### config.mk
export PLATFORM = sky130hd
export DESIGN_NAME = lsu_lane_unit
export DESIGN_NICKNAME = d
export VERILOG_FILES = /design/src/rtl/lsu_pkg.sv /design/src/rtl/lsu_ctrl.sv /design/src/rtl/lsu_datapath.sv /design/src/rtl/lsu_lane_unit.sv
export SDC_FILE = /design/constraint.sdc
export NUM_CORES = 1
export LEC_CHECK = 0
export ABC_AREA = 1
export BUFFER_PORTS_ARGS = -buffer_cell sky130_fd_sc_hd__buf_2
export CORE_ASPECT_RATIO = 1.1
export CORE_MARGIN = 2
export CORE_UTILIZATION = 53
export DETAILED_ROUTE_END_ITERATION = 12
export HOLD_SLACK_MARGIN = 0.1
export PLACE_DENSITY = 0.89
export SYNTH_ARGS = -nofsm -noshare
export SYNTH_HDL_FRONTEND = slang
export SYNTH_HIERARCHICAL = 1
export SYNTH_SLANG_ARGS = --single-unit
### constraint.sdc
create_clock -name clk -period 3.4 [get_ports clk]
set_input_delay 0.17 -clock clk [delete_from_list [all_inputs] [get_ports clk]]
set_output_delay 0.17 -clock clk [all_outputs]
set_load 0.01 [all_outputs]
### src/rtl/lsu_pkg.sv
package lsu_pkg;
  localparam int LANES  = 4;
  localparam int LANE_W = $clog2(LANES);

  typedef enum logic [1:0] {
    SZ_BYTE = 2'd0,
    SZ_HALF = 2'd1,
    SZ_WORD = 2'd2,
    SZ_RSVD = 2'd3
  } accSize_e;

  // strobes from control to datapath
  typedef struct packed {
    logic [LANES-1:0]  laneWe;
    logic [LANE_W-1:0] byteLane;
    logic              selHighHalf;
    logic              fault;
    logic              loadCapture;
    accSize_e          size;
    logic              signExt;
  } lsuStrobe_t;
endpackage

### src/rtl/lsu_ctrl.sv
module lsu_ctrl
  import lsu_pkg::*;
(
  input  logic              clk,
  input  logic              rstN,
  input  logic              bigEndian,
  input  logic              reqValid,
  input  logic              reqStore,
  input  logic [1:0]        reqSize,
  input  logic              reqSigned,
  input  logic [LANE_W-1:0] addrLow,
  output lsuStrobe_t        strb
);
  accSize_e sizeE;
  logic     misaligned;
  logic [LANE_W-1:0] lane;
  logic     highHalf;
  logic [LANES-1:0] rawWe;

  assign sizeE = accSize_e'(reqSize);

  always_comb begin
    case (sizeE)
      SZ_BYTE: misaligned = 1'b0;
      SZ_HALF: misaligned = addrLow[0];
      default: misaligned = (addrLow != '0);
    endcase
  end

  assign lane     = bigEndian ? ~addrLow : addrLow;
  assign highHalf = bigEndian ? ~addrLow[1] : addrLow[1];

  always_comb begin
    case (sizeE)
      SZ_BYTE: rawWe = LANES'(1) << lane;
      SZ_HALF: rawWe = highHalf ? 4'b1100 : 4'b0011;
      default: rawWe = '1;
    endcase
  end

  always_comb begin
    strb.laneWe      = (reqValid && reqStore && !misaligned) ? rawWe : '0;
    strb.byteLane    = lane;
    strb.selHighHalf = highHalf;
    strb.fault       = reqValid && misaligned;
    strb.loadCapture = reqValid && !reqStore && !misaligned;
    strb.size        = sizeE;
    strb.signExt     = reqSigned;
  end

  AST_BYTE_NEVER_FAULTS: assert property (@(posedge clk) disable iff (!rstN)
    (reqValid && sizeE == SZ_BYTE) |-> !strb.fault);
  AST_FAULT_NO_WRITE: assert property (@(posedge clk) disable iff (!rstN)
    strb.fault |-> (strb.laneWe == '0));
  AST_BYTE_ONE_LANE: assert property (@(posedge clk) disable iff (!rstN)
    (reqValid && reqStore && sizeE == SZ_BYTE) |-> ($countones(strb.laneWe) == 1));
  AST_HALF_TWO_LANES: assert property (@(posedge clk) disable iff (!rstN)
    (reqValid && reqStore && sizeE == SZ_HALF && !strb.fault) |-> ($countones(strb.laneWe) == 2));
  AST_IDLE_NO_WRITE: assert property (@(posedge clk) disable iff (!rstN)
    !reqValid |-> (strb.laneWe == '0));
endmodule

### src/rtl/lsu_datapath.sv
module lsu_datapath
  import lsu_pkg::*;
#(
  parameter int DATA_W = 32,
  parameter int OFFS_W = 16
) (
  input  logic              clk,
  input  logic              rstN,
  input  lsuStrobe_t        strb,
  input  logic [DATA_W-1:0] baseAddr,
  input  logic [OFFS_W-1:0] offset,
  input  logic [DATA_W-1:0] storeData,
  input  logic [DATA_W-1:0] memRdata,
  output logic [DATA_W-1:0] effAddr,
  output logic [DATA_W-1:0] memWdata,
  output logic [DATA_W-1:0] loadData,
  output logic              loadDone
);
  localparam int BYTE_W = DATA_W / LANES;
  localparam int HALF_W = 2 * BYTE_W;
  localparam int HALVES = LANES / 2;

  logic [DATA_W-1:0] byteRep, halfRep, extended;
  logic [BYTE_W-1:0] pickedByte;
  logic [HALF_W-1:0] pickedHalf;

  assign effAddr = baseAddr + {{(DATA_W-OFFS_W){offset[OFFS_W-1]}}, offset};

  for (genvar l = 0; l < LANES; l++) begin : gByteRep
    assign byteRep[l*BYTE_W +: BYTE_W] = storeData[BYTE_W-1:0];
  end
  for (genvar h = 0; h < HALVES; h++) begin : gHalfRep
    assign halfRep[h*HALF_W +: HALF_W] = storeData[HALF_W-1:0];
  end

  always_comb begin
    case (strb.size)
      SZ_BYTE: memWdata = byteRep;
      SZ_HALF: memWdata = halfRep;
      default: memWdata = storeData;
    endcase
  end

  assign pickedByte = memRdata[strb.byteLane*BYTE_W +: BYTE_W];
  assign pickedHalf = strb.selHighHalf ? memRdata[DATA_W-1 -: HALF_W] : memRdata[HALF_W-1:0];

  always_comb begin
    case (strb.size)
      SZ_BYTE: extended = {{(DATA_W-BYTE_W){strb.signExt & pickedByte[BYTE_W-1]}}, pickedByte};
      SZ_HALF: extended = {{(DATA_W-HALF_W){strb.signExt & pickedHalf[HALF_W-1]}}, pickedHalf};
      default: extended = memRdata;
    endcase
  end

  always_ff @(posedge clk) begin
    if (!rstN) begin
      loadData <= '0;
      loadDone <= 1'b0;
    end else begin
      loadDone <= strb.loadCapture;
      if (strb.loadCapture) loadData <= extended;
    end
  end

  AST_FAULT_HOLDS_LOAD: assert property (@(posedge clk) disable iff (!rstN)
    strb.fault |=> ($stable(loadData) && !loadDone));
  AST_BYTE_ZERO_EXT: assert property (@(posedge clk) disable iff (!rstN)
    (strb.loadCapture && !strb.signExt && strb.size == SZ_BYTE)
      |=> (loadDone && loadData[DATA_W-1:BYTE_W] == '0));
  AST_DONE_FOLLOWS_LOAD: assert property (@(posedge clk) disable iff (!rstN)
    strb.loadCapture |=> loadDone);
endmodule

### src/rtl/lsu_lane_unit.sv
module lsu_lane_unit
  import lsu_pkg::*;
#(
  parameter int DATA_W = 32,
  parameter int OFFS_W = 16
) (
  input  logic              clk,
  input  logic              rstN,
  input  logic              bigEndian,
  input  logic              reqValid,
  input  logic              reqStore,
  input  logic [1:0]        reqSize,
  input  logic              reqSigned,
  input  logic [DATA_W-1:0] baseAddr,
  input  logic [OFFS_W-1:0] offset,
  input  logic [DATA_W-1:0] storeData,
  input  logic [DATA_W-1:0] memRdata,
  output logic [DATA_W-1:0] memAddr,
  output logic [LANES-1:0]  memWe,
  output logic [DATA_W-1:0] memWdata,
  output logic              alignFault,
  output logic [DATA_W-1:0] loadData,
  output logic              loadDone
);
  lsuStrobe_t strb;

  lsu_ctrl uCtrl (
    .clk(clk), .rstN(rstN), .bigEndian(bigEndian), .reqValid(reqValid),
    .reqStore(reqStore), .reqSize(reqSize), .reqSigned(reqSigned),
    .addrLow(memAddr[LANE_W-1:0]), .strb(strb)
  );

  lsu_datapath #(.DATA_W(DATA_W), .OFFS_W(OFFS_W)) uData (
    .clk(clk), .rstN(rstN), .strb(strb), .baseAddr(baseAddr), .offset(offset),
    .storeData(storeData), .memRdata(memRdata), .effAddr(memAddr),
    .memWdata(memWdata), .loadData(loadData), .loadDone(loadDone)
  );

  assign memWe      = strb.laneWe;
  assign alignFault = strb.fault;
endmodule

==> metrics.md <==
| Metric | Value |
|---|---|
| Row Count | 36 |
| Post-Synth Adder-Cell Area | under 10% |
| Initial antenna violation count | 0 |
| Worst-Margin Slew | 0.8848 ns |
| Crit path from | offset[0] |
| Avg Inst Size Synth | 5.217 um^2 |
| Internal | 906.1 uW |
| #FFs+latches synth | 33 |
| Run status | finished clean |
| WL/cell | 12.07 um |
| Fill cells | 892 |
| Ports | 222 |
| Mapped cell area | 0.004857 mm^2 |
| Total track usage | 29.00% |
| WP data arrival | 2.69 ns |
| Worst Setup End Kind | register |
| Sequential area share after synthesis | ~14% |
| Simple-gate share of the synthesized area | 40.60% |
| Port Buf Inserts | 221 |
| Router iterations before antenna repair | 5 |
| Post-cts resize count | 0 |
| Final hold vios | 0 |
| Slew Viols, Final | 0 |
| DRC viols | 0 |
| Final GP Congestion | 1.011 |
| Worst slew margin | around 40% |
| Clock Skew | 0 ns |
| Detailed Place HPWL | about 12000 um |
| Area growth, synth to finish | 23.72% |
| N_diodes | 0 |
| FF+latch area | 660.6 um^2 |
| RSZ-0062 raised after global routing | false |
| Final ANT Viol Nets | 0 |
| First-pass GRT wire length | 24040 um |
| Startpoint Class | input port |
| Largest family of logic cells by synthesized area | simple AND/OR/NAND/NOR gates |
| Area of the multi-input gates | 0.003327 mm^2 |
| Yosys warns | 6 |
| Largest net degree at the start of global routing | 64 |
| Period utilisation layout | 74.06% |
| Via density | 4.964 |
| Cts hold-fix bufs | 0 |
| Clk network pwr share | 17.2% |
| Worst skew pair latency | 0.28 ns |
| Post-synth EDFFs | 0 |
| Post-synthesis mux area share | 0% |
| Final net count | approximately 1.3k |
| Top FF cell, synth | dfxtp_1 |
| Area contributors post-synth | nand2_1, dfxtp_1, inv_1 |
| Via count | 6155 |
| Fin crit period | 2.518 ns |
| Share of cells above drive strength 1 | 22.74% |
| Maximum clock rate | 397.1 MHz |
| Switching power | 745.4 uW |
| Static Leak | 3.961 nW |
| Detailed Route WL | 14960 um |
| Sw frac | 45.14% |
| Final Util | 67.72% |
| TritonCTS clock tree | done |
| Worst reg2reg path startpoint | uData/loadData[20]$_SDFFE_PN0P_ |
| Sequential share of power | about a quarter |
| FFs w/ async S/R, synth | 0% |
| Core region area | 0.008874 mm^2 |
| CTS root buf | clkbuf_8 |
| Synth cell types | 33 |
| Initial detailed-routing violation count | 466 |
| CP required | 3.58 ns |
| Power density over the cells | 274.8 mW/mm^2 |
| Reg clk slew, reported paths | about 0.07 ns |
| Comb pwr share | between 50% and 60% |
| Max-Cap Viols | 0 |
| Die footprint | 0.009947 mm^2 |
| Syn Inst Count | 931 |
| Postcts setup bufs | 0 |
| # setup viols final | 0 |
| Yosys top cell by area | nand2_1 |
| Vias in the first global route | roughly 5.5k |
| Die X | 95.28 um |
| Grt total ovfl | 0 |
| Synth top area share | 26.82% |
| Max FO, Critical Path | 16 |
| Compound-cell area share of the yosys netlist | 16.46% |
| Initial core utilization | 54.74% |
| Setup TNS | 0 ns |
| Min-Delay Path Class | input port to register |
| Max Root-Sink Buffers | 2 |
| Mapped Nets | 1083 |
| Peak VDD IR | 140.3 uV |
| CTS H-tree lvls | 2 |
| Xor and xnor area share after synthesis | 2.885% |
| Critical path type | input port to register |
| CTS buffer count | 5 |
| Hold path startpoint | memRdata[5] |
| Die extent in y | 104.4 um |
| Clk sink count | 33 |
power groups by stage:
stage	Clock (mW)	Combinational, mW	Sequential, mW
3_3_place_gp	0	0.920	0.433
6_report	0.284	0.943	0.425
3_5_place_dp	0	0.931	0.434
5_1_grt	0.306	1.06	0.428
2_1_floorplan	0	0.608	0.447
4_1_cts	0.287	0.935	0.425
logic make-up (layout without fill, tap and decap cells):
logic type	Yosys count	in the layout
simple gates	492	492
buf+inv	215	410
compound gates	143	143
flops	33	33
fa+ha+maj	32	32
xor+xnor	16	16
critical path, stage by stage:
cell	delay (ns)
buf_2	0.10
ha_1	0.21
fa_1	0.52
inv_1	0.11
nand2_1	0.07
nand2_1	0.39
inv_1	0.31
nand3_1	0.19
o21ai_2	0.08
nand2_2	0.08
nand2_4	0.14
o21ai_0	0.24
inv_1	0.07
cell type report:
class	count	area share (%)
Inverter	178	11.12
Multi-Input combinational cell	683	55.36
Sequential cell	33	10.99
Clock inverter	2	0.1666
Tap cell	114	2.374
Timing Repair Buffer	224	18.78
Clock buffer	6	1.208
registers in the layout, indices dropped and copies added, names as in the netlist:
signal          count
uData/loadData     32
uData/loadDone      1
through the flow:
step,instance area [um^2],worst slack (ns),total power [mW],hold WS (ns),std cells
4_1_cts,6010,0.9520,1.648,0.1724,1240
3_3_place_gp,5927,0.7838,1.353,0.4607,1232
5_1_grt,6010,0.6847,1.793,0.1961,1240
6_report,6010,0.8819,1.652,0.1731,1240
3_5_place_dp,5927,0.6572,1.365,0.4692,1232
2_1_floorplan,4857,1.123,1.054,0.3435,931
per-layer routing:
layer	up-vias	share of wire [%]	GRT usage (%)
li1	3244	-	-
met1	2623	41	35.30
met2	249	49	52.26
met3	39	7.3	3.043
met4	0	2.7	8.799
met5	-	0	0
synthesized netlist by cell type, types with 2 or more instances:
cell type	number
inv_1	174
xor2_1	14
a21o_1	2
o211ai_1	9
nand3_1	32
nor2_1	92
ha_1	31
nand4_1	8
buf_1	2
a21oi_1	55
buf_2	5
dfxtp_1	33
nand2_4	2
nor3_1	5
o21ai_2	12
buf_4	14
xnor2_1	2
o21bai_1	2
nand2_1	347
o21ai_0	60
inv_2	4
clkbuf_1	15
path summary, 6_finish.rpt:
kind / endpoint / slack [ns] / cells past startpoint
hold / removal: uData/loadData[5]$_SDFFE_PN0P_ / 0.17 / 3
setup / recovery: uData/loadData[20]$_SDFFE_PN0P_ / 0.88 / 13
setup reg to reg: uData/loadData[20]$_SDFFE_PN0P_ / 2.64 / 4
hold reg to reg: uData/loadData[15]$_SDFFE_PN0P_ / 0.50 / 2
placed cells by master (no fill, tap or decap), types with 2 or more instances in the layout:
| master | Yosys | layout |
|---|---|---|
| a21o_1 | 2 | 2 |
| a21oi_1 | 55 | 55 |
| buf_2 | 5 | 221 |
| buf_4 | 14 | 3 |
| clkbuf_8 | 0 | 5 |
| clkinv_2 | 0 | 2 |
| dfxtp_1 | 33 | 33 |
| ha_1 | 31 | 31 |
| inv_1 | 174 | 174 |
| inv_2 | 4 | 4 |
| nand2_1 | 347 | 347 |
| nand2_4 | 2 | 2 |
| nand3_1 | 32 | 32 |
| nand4_1 | 8 | 8 |
| nor2_1 | 92 | 91 |
| nor3_1 | 5 | 5 |
| o211ai_1 | 9 | 9 |
| o21ai_0 | 60 | 60 |
| o21ai_2 | 12 | 12 |
| o21bai_1 | 2 | 2 |
| xnor2_1 | 2 | 2 |
| xor2_1 | 14 | 14 |
No activity file was read; power rests on OpenSTA's default activity.
